$ cat src/rtl/dtm_pkg.sv
package dtm_pkg;
  typedef enum logic [1:0] {
    RUN_OFF      = 2'd0,
    RUN_PERIODIC = 2'd1,
    RUN_ONESHOT  = 2'd2
  } run_mode_e;

  typedef enum logic [2:0] {
    OP_LIMIT       = 3'd0,
    OP_LIMIT_LOAD  = 3'd1,
    OP_COUNT       = 3'd2,
    OP_GO_PERIODIC = 3'd3,
    OP_GO_ONESHOT  = 3'd4,
    OP_HALT        = 3'd5,
    OP_PERIOD      = 3'd6,
    OP_PERIOD_FRAC = 3'd7
  } cmd_op_e;
endpackage

$ cat src/rtl/dtm_tick_gen.sv
module dtm_tick_gen #(
  parameter int PW = 32,
  parameter int FW = 32
) (
  input  logic          clk,
  input  logic          rst,
  input  logic          active,
  input  logic          restart,
  input  logic [PW-1:0] per_int,
  input  logic [FW-1:0] per_frac,
  output logic          tick
);
  localparam int RW = PW + 1;

  logic [RW-1:0] remain;
  logic [FW-1:0] phase;
  logic [FW:0]   sum;
  logic [RW-1:0] next_len;

  // The phase starts from zero on every restart; a carry stretches a tick by one cycle.
  always_comb begin
    sum      = (restart ? {1'b0, {FW{1'b0}}} : {1'b0, phase}) + {1'b0, per_frac};
    next_len = {1'b0, per_int} + {{PW{1'b0}}, sum[FW]};
  end

  assign tick = active && (remain == RW'(1));

  always_ff @(posedge clk) begin
    if (rst) begin
      remain <= '0;
      phase  <= '0;
    end else if (restart || tick) begin
      remain <= next_len;
      phase  <= sum[FW-1:0];
    end else if (active && remain != '0) begin
      remain <= remain - RW'(1);
    end
  end
endmodule

$ cat src/rtl/dtm_ctrl.sv
module dtm_ctrl
  import dtm_pkg::*;
#(
  parameter int CW = 32,
  parameter int PW = 32,
  parameter int FW = 32
) (
  input  logic          clk,
  input  logic          rst,
  input  logic          cmd_valid,
  input  logic [2:0]    cmd_op,
  input  logic [CW-1:0] cmd_data,
  input  logic [FW-1:0] cmd_frac,
  input  logic          tick,
  output run_mode_e     mode_q,
  output logic [CW-1:0] count_q,
  output logic [PW-1:0] pint_q,
  output logic [PW-1:0] n_pint,
  output logic [FW-1:0] n_pfrac,
  output logic          restart,
  output logic          expire_q
);
  cmd_op_e       op;
  run_mode_e     n_mode, arm_mode;
  logic [CW-1:0] n_count, n_limit, arm_val, load_val, limit_q;
  logic [FW-1:0] pfrac_q;
  logic          fire, arm;

  assign op = cmd_op_e'(cmd_op);

  always_comb begin
    n_mode   = mode_q;
    n_count  = count_q;
    n_limit  = limit_q;
    n_pint   = pint_q;
    n_pfrac  = pfrac_q;
    fire     = 1'b0;
    arm      = 1'b0;
    arm_val  = count_q;
    arm_mode = mode_q;
    restart  = 1'b0;
    // Tick from the generator: decrement, or expire.
    if (mode_q != RUN_OFF && tick) begin
      if (count_q > CW'(1)) begin
        n_count = count_q - CW'(1);
      end else begin
        fire    = 1'b1;
        n_count = '0;
        if (mode_q == RUN_ONESHOT) begin
          n_mode = RUN_OFF;
        end else begin
          arm     = 1'b1;
          arm_val = '0;
        end
      end
    end
    // Commands act on the state as left by a coincident tick.
    if (cmd_valid) begin
      case (op)
        OP_LIMIT: n_limit = cmd_data;
        OP_LIMIT_LOAD: begin
          n_limit = cmd_data;
          if (n_mode == RUN_OFF) begin
            n_count = cmd_data;
          end else begin
            arm      = 1'b1;
            arm_val  = cmd_data;
            arm_mode = n_mode;
          end
        end
        OP_COUNT: begin
          if (n_mode == RUN_OFF) begin
            n_count = cmd_data;
          end else begin
            arm      = 1'b1;
            arm_val  = cmd_data;
            arm_mode = n_mode;
          end
        end
        OP_GO_PERIODIC, OP_GO_ONESHOT: begin
          if (mode_q == RUN_OFF && pint_q != '0) begin
            arm      = 1'b1;
            arm_val  = count_q;
            arm_mode = (op == OP_GO_ONESHOT) ? RUN_ONESHOT : RUN_PERIODIC;
          end
        end
        OP_HALT: begin
          n_mode = RUN_OFF;
          arm    = 1'b0;
        end
        default: begin
          n_pint  = PW'(cmd_data);
          n_pfrac = (op == OP_PERIOD_FRAC) ? cmd_frac : '0;
          if (n_mode != RUN_OFF) begin
            arm      = 1'b1;
            arm_val  = n_count;
            arm_mode = n_mode;
          end
        end
      endcase
    end
    // Arming: zero count fires and takes the limit; zero count or period shuts off.
    load_val = arm_val;
    if (arm) begin
      if (arm_val == '0) begin
        fire     = 1'b1;
        load_val = n_limit;
      end
      n_count = load_val;
      if (load_val == '0 || n_pint == '0) begin
        n_mode = RUN_OFF;
      end else begin
        n_mode  = arm_mode;
        restart = 1'b1;
      end
    end
  end

  always_ff @(posedge clk) begin
    if (rst) begin
      mode_q   <= RUN_OFF;
      count_q  <= '0;
      limit_q  <= '0;
      pint_q   <= '0;
      pfrac_q  <= '0;
      expire_q <= 1'b0;
    end else begin
      mode_q   <= n_mode;
      count_q  <= n_count;
      limit_q  <= n_limit;
      pint_q   <= n_pint;
      pfrac_q  <= n_pfrac;
      expire_q <= fire;
    end
  end
endmodule

$ cat src/rtl/downtick_timer.sv
module downtick_timer
  import dtm_pkg::*;
#(
  parameter int CW = 32,
  parameter int PW = 32,
  parameter int FW = 32
) (
  input  logic          clk,
  input  logic          rst,
  input  logic          cmd_valid,
  input  logic [2:0]    cmd_op,
  input  logic [CW-1:0] cmd_data,
  input  logic [FW-1:0] cmd_frac,
  output logic [CW-1:0] count_out,
  output logic [1:0]    run_state,
  output logic          expire
);
  run_mode_e     mode_q;
  logic [CW-1:0] count_q;
  logic [PW-1:0] per_int_q, n_pint;
  logic [FW-1:0] n_pfrac;
  logic          restart, tick_pulse, expire_q;

  dtm_ctrl #(.CW(CW), .PW(PW), .FW(FW)) u_ctrl (
    .clk       (clk),
    .rst       (rst),
    .cmd_valid (cmd_valid),
    .cmd_op    (cmd_op),
    .cmd_data  (cmd_data),
    .cmd_frac  (cmd_frac),
    .tick      (tick_pulse),
    .mode_q    (mode_q),
    .count_q   (count_q),
    .pint_q    (per_int_q),
    .n_pint    (n_pint),
    .n_pfrac   (n_pfrac),
    .restart   (restart),
    .expire_q  (expire_q)
  );

  dtm_tick_gen #(.PW(PW), .FW(FW)) u_tick (
    .clk      (clk),
    .rst      (rst),
    .active   (mode_q != RUN_OFF),
    .restart  (restart),
    .per_int  (n_pint),
    .per_frac (n_pfrac),
    .tick     (tick_pulse)
  );

  assign count_out = count_q;
  assign run_state = mode_q;
  assign expire    = expire_q;
endmodule

$ cat config.mk
export PLATFORM = sky130hd
export DESIGN_NAME = downtick_timer
export DESIGN_NICKNAME = d
export VERILOG_FILES = /design/src/rtl/dtm_pkg.sv /design/src/rtl/dtm_tick_gen.sv /design/src/rtl/dtm_ctrl.sv /design/src/rtl/downtick_timer.sv
export SDC_FILE = /design/constraint.sdc
export NUM_CORES = 1
export LEC_CHECK = 0
export ABC_AREA = 1
export BUFFER_PORTS_ARGS = -buffer_cell sky130_fd_sc_hd__buf_4
export CAP_MARGIN = 10
export CORE_ASPECT_RATIO = 1.25
export CORE_UTILIZATION = 50
export CTS_CLUSTER_DIAMETER = 120
export DETAILED_ROUTE_END_ITERATION = 12
export GPL_ROUTABILITY_DRIVEN = 0
export GPL_TIMING_DRIVEN = 0
export PLACE_DENSITY_LB_ADDON = 0.12
export SLEW_MARGIN = 10
export SYNTH_ARGS = -nofsm -noshare
export SYNTH_HDL_FRONTEND = slang
export SYNTH_SLANG_ARGS = --single-unit
$ cat constraint.sdc
create_clock -name clk -period 10.76 [get_ports clk]
set_input_delay 0.538 -clock clk [delete_from_list [all_inputs] [get_ports clk]]
set_output_delay 0.538 -clock clk [all_outputs]
set_load 0.02 [all_outputs]
# Yosys cells after proc, flatten, opt, wreduce, memory -nomap -nowiden
# Cells that the tools add are included.
[word_totals] ff_bits=196 inputBits=70 out_inout_bits=35
[classes] n_addsub=4 n_lt_le_gt_ge=1 n_eq_ne=13 n_mux=53 n_reduce_logical=23
[op_table] op="32-bit 2-to-1 mux" count=23
[op_table] op="32-bit logical NOT" count=3
[op_table] op="32-bit case mux with 3 select lines" count=1
[op_table] op="33-bit 2-to-1 mux" count=2
[op_table] op="32-bit by 1-bit adder with 33-bit output" count=1
[op_table] op="33-bit by 32-bit adder with 33-bit output" count=1
[op_table] op="33-bit by 1-bit == test with 1-bit output (second input constant)" count=1
[op_table] op="33-bit nonzero test" count=1
[op_table] op="33-bit by 1-bit subtractor with 33-bit output (second input constant)" count=1
[op_table] op="32-bit by 1-bit greater-than comparator with 1-bit output (second input constant)" count=1
[op_table] op="32-bit nonzero test" count=1
[op_table] op="32-bit by 1-bit subtractor with 32-bit output (second input constant)" count=1
[op_table] op="2-bit 2-to-1 mux" count=12
[op_table] op="1-bit 2-to-1 mux" count=13
[op_table] op="3-bit == test (second input constant)" count=3
[op_table] op="4-bit inequality test (second input constant)" count=2
[op_table] op="2-bit OR reduction" count=4
[op_table] op="3-bit by 2-bit == test with 1-bit output (second input constant)" count=2
[op_table] op="3-bit inequality test (second input constant)" count=2
[op_table] op="2-bit case mux with 3 select lines" count=1
[op_table] op="2-bit nonzero test" count=3
[op_table] op="6-bit OR reduction" count=1
[op_table] op="5-bit inequality test (second input constant)" count=1
[op_table] op="5-bit AND reduction" count=1
[op_table] op="other kinds (7)" count=12

# Logic depth before layout (Yosys ltp)
[logic_depth] ltp_word=19 ltp_mapped=73 mapped_depth_nobuf=71

# Modules after synthesis
# A second synthesis with hierarchy kept.
[hier_totals] hier_cells=2812 hier_area_um2=16215.6
[modules_own_cells] module="dtm_ctrl" n_inst=1 cells_each=1535 area_per_inst_um2=9245.1 seq_area_each_um2=2622.5
[modules_own_cells] module="dtm_tick_gen" n_inst=1 cells_each=1274 area_per_inst_um2=6959.2 seq_area_each_um2=1301.2
[modules_own_cells] module="downtick_timer" n_inst=1 cells_each=3 area_per_inst_um2=11.3 seq_area_each_um2=0.0

# Least setup slack after synthesis
# Ideal clock, no wire load.
[synth_path] path_type="reg-to-reg" startpoint="register u_ctrl.count_q[0]" endpoint="register u_tick.remain[30]" setup_ps=64 arrival_ps=7938 path_slack_ps=2758 path_stages_with_launch=73 n_path_buf=6 cell_sequence="dfxtp_1 -> inv_1 -> ha_1 -> clkbuf_1 -> nand2_1 -> nor2_2 -> nand2_1 -> nand2_1 -> nand2_2 -> buf_2 -> nand3_1 -> o21ai_0 -> nand2_1 -> nand3_1 -> nand2_1 -> nand2_1 -> nor2_1 -> nand2_1 -> [37 not listed] -> nand3_1 -> nor2_1 -> nand2_1 -> nor2_2 -> nand4_1 -> nor3_2 -> nand3_1 -> nor2_1 -> nand2_1 -> nor3_1 -> nand2_1 -> nor2_1 -> nand2_1 -> nor2_2 -> xor2_1 -> a21boi_1 -> nor2_1 -> nor2_1"
[synth_between] elab_chain_cells=18
[synth_lines] element="start, declared" line="dtm_ctrl.sv:16" source="output logic [CW-1:0] count_q,"
[synth_lines] element="start signal, assigned" line="dtm_ctrl.sv:129" source="count_q <= n_count;"
[synth_lines] element="32-bit by 1-bit greater-than comparator with 1-bit output" line="dtm_ctrl.sv:44" source="if (count_q > CW'(1)) begin"
[synth_lines] element="2-bit 2-to-1 mux" line="dtm_ctrl.sv:44"
[synth_lines] element="2-bit 2-to-1 mux" line="dtm_ctrl.sv:43" source="if (mode_q != RUN_OFF && tick) begin"
[synth_lines] element="2-bit nonzero test or 2-bit logical NOT (tied branches)" line="dtm_ctrl.sv:94, dtm_ctrl.sv:63, dtm_ctrl.sv:72"
[synth_lines] element="32-bit 2-to-1 mux, on equally long branches" line="dtm_ctrl.sv:94, dtm_ctrl.sv:63, dtm_ctrl.sv:72"
[synth_lines] element="32-bit case mux with 3 select lines" line="dtm_ctrl.sv:59" source="case (op)"
[synth_lines] element="32-bit 2-to-1 mux" line="dtm_ctrl.sv:58" source="if (cmd_valid) begin"
[synth_lines] element="32-bit logical NOT" line="dtm_ctrl.sv:105" source="if (arm_val == '0) begin"
[synth_lines] element="[2 not listed]"
[synth_lines] element="32-bit logical NOT" line="dtm_ctrl.sv:110" source="if (load_val == '0 || n_pint == '0) begin"
[synth_lines] element="1-bit logical OR" line="dtm_ctrl.sv:110"
[synth_lines] element="1-bit 2-to-1 mux" line="dtm_ctrl.sv:110"
[synth_lines] element="1-bit 2-to-1 mux (*)" line="dtm_ctrl.sv:104" source="if (arm) begin"
[synth_lines] element="32-bit 2-to-1 mux" line="dtm_tick_gen.sv:22" source="sum = (restart ? {1'b0, {FW{1'b0}}} : {1'b0, phase}) + {1'b0, per_frac};"
[synth_lines] element="33-bit by 32-bit adder with 33-bit output" line="dtm_tick_gen.sv:22"
[synth_lines] element="32-bit by 1-bit adder with 33-bit output" line="dtm_tick_gen.sv:23" source="next_len = {1'b0, per_int} + {{PW{1'b0}}, sum[FW]};"
[synth_lines] element="33-bit 2-to-1 mux" line="dtm_tick_gen.sv:32" source="end else if (restart || tick) begin"
[synth_lines] element="end signal, assigned" line="dtm_tick_gen.sv:33" source="remain <= next_len;"
[synth_lines] element="end signal, assigned" line="dtm_tick_gen.sv:36" source="remain <= remain - RW'(1);"
[synth_lines] element="end, declared" line="dtm_tick_gen.sv:15" source="logic [RW-1:0] remain;"
# Every way passes the cells marked *; elsewhere a longest branch is shown, timed or not. The select of a mux whose other input is x is not followed.
# A chain may end at the register's enable or synchronous reset.

# Worst setup path after layout
[layout_path] startpoint="register u_ctrl.count_q[28]" endpoint="register u_tick.remain[30]"
# The elaborated chain is that of the path after synthesis.

==> Flow_metrics.wiki <==
{| class="wikitable"
! Metric !! Value
|-
| Via count normalized by instance count || 5.72
|-
| Post-layout min period || 9.96 ns
|-
| Via count of the first global-routing pass || 16.4k
|-
| FF/Latch Area || 3930 sq um
|-
| Result of the run || complete, no violations
|-
| Unrepaired setup endpoints after global routing || no
|-
| Crit share post-route || 0.925
|-
| # port buffers || 102
|-
| Overall die area || 30,100 sq um
|-
| Post-Synthesis Cell Area || 14,700 sq um
|-
| Area of the core || 28,700 sq um
|-
| Cell seen most often among critical-path stages || sky130_fd_sc_hd__nand2_1
|-
| Post-synthesis sequential area ratio || 0.267
|-
| Post-synthesis average cell area || 5.94 sq um
|-
| Number of DRC violations after detailed routing || 0
|-
| Cell at the root of the clock tree || sky130_fd_sc_hd__clkbuf_16
|-
| Layout area overhead || 13.2%
|-
| CTS tree || yes
|-
| Height of the die || 194 microns
|-
| Setup slack of the critical path after layout || 0.802 ns
|-
| Commonest cells after routing, fill and taps aside || sky130_fd_sc_hd__nand2_1, sky130_fd_sc_hd__nor2_1, sky130_fd_sc_hd__nand3_1
|-
| Starting density of the core || 0.513
|-
| Count of distinct cell types in the synthesized netlist || 46
|-
| Total CTS buffers || 17
|-
| Maximum clock frequency || 100 MHz
|-
| CP startpoint kind || flip-flop
|-
| Smallest hold slack || 0.379 ns
|-
| Setup violations, final || 0
|-
| Fraction of final layout cells with drive strength greater than 1 || 0.0922
|-
| Die span in x || 155 microns
|-
| Power per cell area || 162 nW/um^2
|-
| Cell type of the slowest stage on the worst timing path || sky130_fd_sc_hd__dfxtp_1
|-
| Leading cell type in the layout, fill and taps excluded || sky130_fd_sc_hd__nand2_1
|-
| Setup TNS || 0 ns
|-
| Average detailed-routed wire length per instance || 19.5 microns
|-
| Post-synthesis sequential element count || 196
|-
| Arrival time at the worst endpoint || 10.35 ns
|-
| First-pass GRT wire length || 89.8 mm
|-
| Max VDD drop || 0.123 mV
|-
| Leak pwr || 0.00825 uW
|-
| Fraction of synthesis flops using an asynchronous set or reset pin || 0
|-
| Number of warnings printed during yosys synthesis || 0
|-
| Clock latency on the worst-skew pair || 0.46 ns
|-
| Pre-CTS setup slack || 0.230 ns
|-
| Fill cell total of the finished layout || 2,951
|-
| Delay of the slowest critical-path stage || 0.45 ns
|-
| Top-Level Pins || 105
|-
| Crit path capture type || flip-flop
|-
| DRT Wirelength || 58.5 mm
|-
| Most frequently used flop master after synthesis || sky130_fd_sc_hd__dfxtp_1
|-
| Count of vias placed by the detailed router || 17.2k
|-
| Antenna violations before repair || 2
|-
| Post-Syn Instances || 2,479
|-
| GRT Residual Overflow || 0
|-
| Clock Skews || 0.0147 ns
|-
| Core utilization of the finished layout || 0.581
|-
| Placed cell count || 2,971
|-
| Slew at the pin with the worst max-slew slack || 0.959 ns
|-
| Number of non-filler instances in the completed layout || 3,005
|-
| Required time reported for the critical path endpoint || 11.15 ns
|-
| Number of hold violations in the final report || 0
|-
| Number of standard-cell rows in the floorplan || 69
|-
| Nets || 2,711
|-
| Worst Hold Class || in2reg
|-
| TritonCTS sink count || 196
|-
| Maximum level of the CTS H-tree || 4
|-
| Largest net degree at the start of global routing || 18
|-
| Iteration-0 DRC count of the detailed router || 1,664
|-
| GRT Resource Usage Total || 0.391
|-
| Count of antenna-violating nets left after detailed routing || 0
|-
| Critical path class || reg2reg
|-
| DP Wirelength || 45.0 mm
|-
| Number of synthesized flops with an enable pin || 0
|-
| Number of iterations in the first detailed-routing pass || 9
|-
| Max-capacitance violation count || 0
|-
| Area taken by multi-input logic gates || 9380 sq um
|-
| Clock slew at reported path FFs || 0.08 ns
|-
| Mapped Nets || 2,589
|-
| # hold bufs at CTS || 0
|-
| Maximum fanout encountered on the critical timing path || 14
|-
| Largest buffer count on any clock path || 2
|-
| Worst rel slew slack || 0.361
|-
| Max-slew violation count || 0
|}
[sequential cells by signal, summed over array words and instances, names as in the netlist]
| signal | count |
|---|---|
| u_ctrl.mode_q | 2 |
| u_ctrl.count_q | 32 |
| u_ctrl.pfrac_q | 32 |
| u_tick.remain | 33 |
| u_tick.phase | 32 |
| u_ctrl.limit_q | 32 |
| u_ctrl.pint_q | 32 |
| u_ctrl.expire_q | 1 |
[worst max-delay path: cells and delay by family (launching register included)]
family / cells / cell delay [ns]
DFF: 1 / 0.45
buffers and inverters: 5 / 1.10
adders and majority gates: 4 / 0.77
and+or+nand+nor: 56 / 6.99
AOI/OAI and AO/OA: 3 / 0.40
xor gates and xnor gates: 1 / 0.16
[where the power goes]
part | switching (uW) | internal, uW | leakage (uW) | total, uW
clock network | 310 | 378 | 0.000291 | 688
logic | 771 | 362 | 0.00636 | 1130
registers | 86.5 | 795 | 0.00160 | 882
total | 1170 | 1540 | 0.00825 | 2700
[cell usage after synthesis (all sizes together) (3+ instances only)]
cell type | n | area, sq um
nand3b | 6 | 45.0
dfxtp | 196 | 3920
nand2 | 665 | 2520
inv | 232 | 871
nor3 | 12 | 70.1
a21oi | 152 | 761
o211ai | 24 | 180
clkbuf | 87 | 327
a21boi | 3 | 22.5
o21ai | 175 | 876
nor4 | 15 | 93.8
xor2 | 66 | 578
or2 | 26 | 163
a31oi | 4 | 25.0
buf | 39 | 258
nor2 | 381 | 1470
nand3 | 248 | 1260
ha | 39 | 488
mux2i | 8 | 80.1
o21bai | 3 | 22.5
xnor2 | 16 | 140
nand4 | 65 | 407
[through the flow]
stage                     area [sq um]  total power [uW]
after floorplan                  14700              1630
after global placement           16000              1940
after detailed placement         16000              1950
after CTS                        16600              2630
after global routing             16700              2850
final                            16700              2700
[area by class of cell]
| class | count | area share |
|---|---|---|
| antenna | 1 | 0.000150 |
| clock inverter | 12 | 0.0102 |
| tap | 390 | 0.0293 |
| multi-input combinational | 1923 | 0.563 |
| inverter | 234 | 0.0530 |
| sequential | 196 | 0.236 |
| clock buffer | 20 | 0.0268 |
| timing repair buffer | 105 | 0.0473 |
| buffer | 124 | 0.0348 |
[logic make-up after synthesis]
logic type,count (synthesis),share of synthesized area
AOI/OAI and AO/OA,374,0.136
buffers and inverters,360,0.0994
adders and majority gates,40,0.0345
muxes,8,0.00544
DFF,196,0.267
xor gates and xnor gates,82,0.0488
and+or+nand+nor,1419,0.410
[routing by layer]
layer	global-route usage	vias to the layer above	wire length [microns]
met5	0	-	12
met3	0.123	336	5940
li1	-	8294	-
met4	0.367	2	6080
met2	0.619	976	26000
met1	0.408	7567	20500
[worst paths after layout]
check	startpoint	to	slack, ns	cells after the start
min reg2reg	u_tick.phase[21]$_SDFFE_PP0N_	u_tick.phase[21]$_SDFFE_PP0N_	0.46	2
max	u_ctrl.count_q[28]$_SDFF_PP0_	u_tick.remain[30]$_SDFFE_PP0P_	0.80	69
min	cmd_frac[4]	u_ctrl.pfrac_q[4]$_SDFF_PP0_	0.38	3
max reg2reg	u_ctrl.count_q[28]$_SDFF_PP0_	u_tick.remain[30]$_SDFFE_PP0P_	0.80	69
[what timing repair did]
action / CTS / global route
resized for setup: 0 / 16
buffers inserted: 0 / 2
endpoints found under the hold margin: 0 / 0
setup endpoints to repair: 0 / 19
(Power assumes the default switching activity.)
